==> src/rtl/rqgt_pkg.sv <==
package rqgt_pkg;

    typedef enum logic [2:0] {
        PH_TI = 3'd0,
        PH_T1 = 3'd1,
        PH_T2 = 3'd2,
        PH_T3 = 3'd3,
        PH_TW = 3'd4,
        PH_T4 = 3'd5
    } phase_e;

    typedef enum logic [1:0] {
        ARB_OPEN = 2'd0,
        ARB_HELD = 2'd1,
        ARB_GAP  = 2'd2
    } arb_state_e;

    // A request seen in one of these phases may still be served in this transfer's T4.
    function automatic logic phase_early(input logic [2:0] ph);
        return (ph == PH_TI) || (ph == PH_T1) || (ph == PH_T2);
    endfunction

    // Points where the bus may be handed over.
    function automatic logic release_point(input logic [2:0] ph, input logic lock,
                                           input logic word_low, input logic inta1);
        logic ok;
        ok = (ph == PH_TI) || ((ph == PH_T4) && !word_low && !inta1);
        return ok && !lock;
    endfunction

endpackage

==> src/rtl/rqgt_line.sv <==
module rqgt_line (
    input  logic clk,
    input  logic rst,
    input  logic line_low,
    input  logic driving,
    input  logic owner_held,
    input  logic early,
    input  logic take,
    output logic pending,
    output logic ready
);
    logic new_req;

    // The own grant pulse and the owner's release pulse are not requests.
    assign new_req = line_low && !driving && !owner_held;

    always_ff @(posedge clk) begin
        if (rst) begin
            pending <= 1'b0;
            ready   <= 1'b0;
        end else begin
            pending <= (pending || new_req) && !take;
            ready   <= (ready || ((pending || new_req) && early)) && !take;
        end
    end
endmodule

==> src/rtl/rqgt_pick.sv <==
module rqgt_pick #(
    parameter int N  = 2,
    parameter int OW = 2
) (
    input  logic          clk,
    input  logic          rst,
    input  logic          en,
    input  logic [N-1:0]  ready,
    output logic [N-1:0]  grant,
    output logic [OW-1:0] code
);
    always_comb begin
        grant = '0;
        code  = '0;
        if (en) begin
            for (int i = N - 1; i >= 0; i--) begin
                if (ready[i]) begin
                    grant    = '0;
                    grant[i] = 1'b1;
                    code     = OW'(i + 1);
                end
            end
        end
    end


    grant_onehot_chk: assert property (@(posedge clk) disable iff (rst)
        $onehot0(grant));


    grant_lowest_chk: assert property (@(posedge clk) disable iff (rst)
        (en && ready[0]) |-> grant[0]);
endmodule

==> src/rtl/rqgt_arbiter.sv <==
module rqgt_arbiter
    import rqgt_pkg::*;
#(
    parameter int NUM_LINES = 2,
    localparam int OWN_W    = $clog2(NUM_LINES + 1)
) (
    input  logic                 clk,
    input  logic                 rst,
    input  logic [NUM_LINES-1:0] line_in,
    output logic [NUM_LINES-1:0] line_oe,
    input  logic [2:0]           bus_phase,
    input  logic                 lock_active,
    input  logic                 word_low_half,
    input  logic                 inta_first,
    output logic                 bus_float,
    output logic [OWN_W-1:0]     bus_owner
);
    arb_state_e           state_q, state_d;
    logic [OWN_W-1:0]     owner_q, owner_d;
    logic [NUM_LINES-1:0] ready, pending, owner_hot, pick_grant;
    logic [OWN_W-1:0]     pick_code;
    logic                 early, window, owner_release;

    assign early  = phase_early(bus_phase);
    assign window = (state_q == ARB_OPEN) &&
                    release_point(bus_phase, lock_active, word_low_half, inta_first);

    for (genvar g = 0; g < NUM_LINES; g++) begin : g_line
        assign owner_hot[g] = (state_q == ARB_HELD) && (owner_q == OWN_W'(g + 1));
        rqgt_line u_line (
            .clk       (clk),
            .rst       (rst),
            .line_low  (!line_in[g]),
            .driving   (line_oe[g]),
            .owner_held(owner_hot[g]),
            .early     (early),
            .take      (pick_grant[g]),
            .pending   (pending[g]),
            .ready     (ready[g])
        );
    end

    rqgt_pick #(.N(NUM_LINES), .OW(OWN_W)) u_pick (
        .clk  (clk),
        .rst  (rst),
        .en   (window),
        .ready(ready),
        .grant(pick_grant),
        .code (pick_code)
    );

    assign line_oe       = pick_grant;
    assign owner_release = |(owner_hot & ~line_in);

    always_comb begin
        state_d = state_q;
        owner_d = owner_q;
        unique case (state_q)
            ARB_OPEN: if (|pick_grant) begin
                state_d = ARB_HELD;
                owner_d = pick_code;
            end
            ARB_HELD: if (owner_release) begin
                state_d = ARB_GAP;
                owner_d = '0;
            end
            ARB_GAP:  state_d = ARB_OPEN;
            default:  state_d = ARB_OPEN;
        endcase
    end

    always_ff @(posedge clk) begin
        if (rst) begin
            state_q <= ARB_OPEN;
            owner_q <= '0;
        end else begin
            state_q <= state_d;
            owner_q <= owner_d;
        end
    end

    assign bus_float = (state_q == ARB_HELD);
    assign bus_owner = owner_q;


    float_after_grant_chk: assert property (@(posedge clk) disable iff (rst)
        (|line_oe) |=> bus_float);


    grant_phase_chk: assert property (@(posedge clk) disable iff (rst)
        (|line_oe) |-> (bus_phase == PH_TI || bus_phase == PH_T4));


    lock_block_chk: assert property (@(posedge clk) disable iff (rst)
        lock_active |-> (line_oe == '0));


    word_block_chk: assert property (@(posedge clk) disable iff (rst)
        (bus_phase == PH_T4 && (word_low_half || inta_first)) |-> (line_oe == '0));


    gap_idle_chk: assert property (@(posedge clk) disable iff (rst)
        $fell(bus_float) |-> (line_oe == '0));


    owner_float_chk: assert property (@(posedge clk) disable iff (rst)
        (bus_owner != '0) == bus_float);
endmodule

==> config.mk <==
export PLATFORM = sky130hd
export DESIGN_NAME = rqgt_arbiter
export DESIGN_NICKNAME = d
export VERILOG_FILES = /design/src/rtl/rqgt_pkg.sv /design/src/rtl/rqgt_line.sv /design/src/rtl/rqgt_pick.sv /design/src/rtl/rqgt_arbiter.sv
export SDC_FILE = /design/constraint.sdc
export NUM_CORES = 1
export LEC_CHECK = 0
export BUFFER_PORTS_ARGS = -buffer_cell sky130_fd_sc_hd__buf_2
export CORE_AREA = 2 2 39 41
export CTS_CLUSTER_DIAMETER = 200
export DETAILED_ROUTE_END_ITERATION = 10
export DIE_AREA = 0 0 41 43
export GPL_TIMING_DRIVEN = 0
export MAX_ROUTING_LAYER = met4
export PLACE_DENSITY = 0.65
export SYNTH_ARGS = -nofsm -noshare
export SYNTH_HDL_FRONTEND = slang
export SYNTH_SLANG_ARGS = --single-unit
==> constraint.sdc <==
create_clock -name clk -period 1.92 [get_ports clk]
set_input_delay 0.288 -clock clk [delete_from_list [all_inputs] [get_ports clk]]
set_output_delay 0.288 -clock clk [all_outputs]
set_load 0.02 [all_outputs]
==> results.md <==
- Via Count: 419
- Final HPWL DP: 711 µm
- Slew @ Worst Pin: 0.439 ns
- Total Negative Setup Slacks: 0 ns
- Hold endpoint: bus_owner[1]
- Kind of critical path: reg2out
- Vias in the first global route: 402
- Layout fillers: 149
- Per-cell routed wire length: 12.1 µm
- Antenna-violating nets left: 0
- Remaining DRCs: 0
- Placed cell areas: 524 µm²
- Distinct cells, synth: 23
- Largest net degree at the start of global routing: 9
- Unrepaired setup endpoints after global routing: yes
- Worst setup EP type: output pin
- Placed cells: 77
- Synthesized area: 434 µm²
- Antenna fix cells: 0
- Power per cell area: 629 mW/mm²
- Layout Cells excl Fill: 80
- Share of cells above drive strength 1: 0.406
- Register Area: 161 µm²
- Clk_skew: 0.00299 ns
- Synth Net Count: 57
- Core area: 0.00138 mm²
- Total leakage power: 0.237 nW
- Sink Count: 8
- Multi-input logic area: 259 µm²
- Crit-path max FO: 4
- Initial antenna violation count: 0
- Initial Utilization: 0.314
- Status: completed
- Drt pass-1 iters: 4
- Arrival time of the worst setup path: 1.60 ns
- Htree depth: 1
- R2r endpoint: bus_owner[0]
- Max Slew Vio Count: 0
- Die span in x: 41 µm
- # hold bufs at CTS: 0
- Final weighted congestion in routability-driven placement: 0.729
- Final WL: 971 µm
- CTS Root Cell: clkbuf_4
- Most common cell after layout, fill and taps aside: buf_2
- Period Utilization, post-route: 0.986
- FF-to-FF setup slack: 0.40 ns
- Total track usage: 0.141
- I/O Buffers: 14
- Total number of yosys warnings: 0
- Worst skew pair latency: 0.25 ns
- Die height: 43 µm
- Reg clk slew, reported paths: 0.05 ns
- Worst min path class: in2reg
- Seq/Total Area, Yosys: 0.369
- Initial DRC Count: 10
- Area grow syn2layout: 34.3%
- Main area contributors after synthesis: dfxtp_1, a211oi_1, or4bb_1
- Cells after synthesis: 47
- Deepest clock path buffer count: 2
- Fmax: 0.528 GHz
- Hold path startpoint: rst
- Yosys top cell area share: 0.369
- Slew margin rel.: 0.707
- Final nets: 76
- Worst r2r src: state_q[1]
- Maximum vdd drop: 321 µV
- TritonCTS clock tree: done
- Hold Vio Cnt, Final: 0
- GRT Residual Overflow: 0
- TritonCTS buffer count: 3
- Final instance area: 583 µm²
- Die area: 0.00176 mm²
- Vias per Instance: 5.24
- Pwr Total: 0.367 mW
- Reg2reg path depth: 3
- Boundary Pins: 15
- Hold Crit Depth: 2
- Mean post-synth cell area: 9.24 µm²
- Final Setup Violations: 0
- #FFs+latches synth: 8
- CP required: 1.63 ns
- MaxCap Viol Count: 0
- Most frequent cells in the layout: buf_2, dfxtp_1, inv_1
- Synth area leader: dfxtp_1
- Crit start category: register
- # rows: 14
- Final Critical Period: 1.89 ns
- First-pass GRT wire length: 1670 µm
report_power, final:
group | switching (mW) | internal [mW] | total, mW
Combinational | 0.0336 | 0.0261 | 0.0597
Sequential | 0.00601 | 0.175 | 0.181
Clock | 0.0546 | 0.0714 | 0.126
Total | 0.0943 | 0.272 | 0.367
how the worst max path moves through the flow:
stage | startpoint | endpoint | slack, ns | cells past startpoint
floorplan | state_q[0] | line_oe[1] | 0.20 | 4
global placement | bus_phase[1] | line_oe[1] | -0.04 | 6
detailed placement | bus_phase[1] | line_oe[1] | -0.03 | 6
CTS | state_q[1] | line_oe[0] | 0.02 | 5
global route | state_q[1] | line_oe[1] | -0.03 | 4
finish | state_q[1] | line_oe[1] | 0.03 | 4
logic make-up (layout without fill, tap and decap cells):
family                 after synthesis  count (layout)  share of synthesized area
AOI/OAI and AO/OA                   16              16                      0.308
DFF                                  8               8                      0.369
and+or+nand+nor                     15              15                      0.236
buffers and inverters                8              25                     0.0864
flip-flops by register name, summed over array words and instances, names as in the netlist:
| signal | flops |
|---|---|
| bus_owner | 2 |
| g_line.u_line.ready | 2 |
| state_q | 2 |
| g_line.u_line.pending | 2 |
timing repair:
item | 4_1_cts | 5_1_grt
buffers inserted | 2 | 0
pin swaps | 3 | 0
endpoints found under the setup margin | 2 | 2
gates resized for setup | 7 | 2
Yosys cell counts (all sizes together):
library cell and count:
nor3 1, and2 2, a32o 2, buf 2, clkbuf 1, a211o 2, a211oi 3, o32ai 2
dfxtp 8, or4bb 2, o311a 1, or2 1, nand4bb 1, or2b 1, or4 1, o31ai 1
nand2 2, nor2 3, nor3b 1, inv 5, a21oi 4, a221oi 1
area by class of cell:
cell class / instances / share of cell area
Sequential cell: 8 / 0.277
Multi-Input combinational cell: 31 / 0.444
Buffer: 1 / 0.00644
Clock buffer: 3 / 0.0386
Tap cell: 16 / 0.0343
Timing Repair Buffer: 16 / 0.167
Inverter: 5 / 0.0322
metrics by stage:
step / util / worst slack [ns] / hold WS (ns)
final: 0.421 / 0.0273 / 0.303
after global routing: 0.421 / -0.0320 / 0.313
after CTS: 0.422 / 0.0164 / 0.301
after detailed placement: 0.379 / -0.0270 / 0.518
after global placement: 0.379 / -0.0376 / 0.521
after floorplan: - / 0.204 / 0.354
critical path, cell delays in order, from the launching register on:
cell	delay [ns]
dfxtp_2	0.33
or4_4	0.56
a211oi_4	0.19
and2_4	0.18
buf_6	0.11
metal layers:
metal  up-vias  global-route usage  wire length [µm]
li1        211                   -                 -
met1       194               0.184               452
met2        14               0.203               468
met3         0              0.0157                49
met4         0              0.0800                 0
met5         -                   -                 0
(Power assumes the default switching activity.)
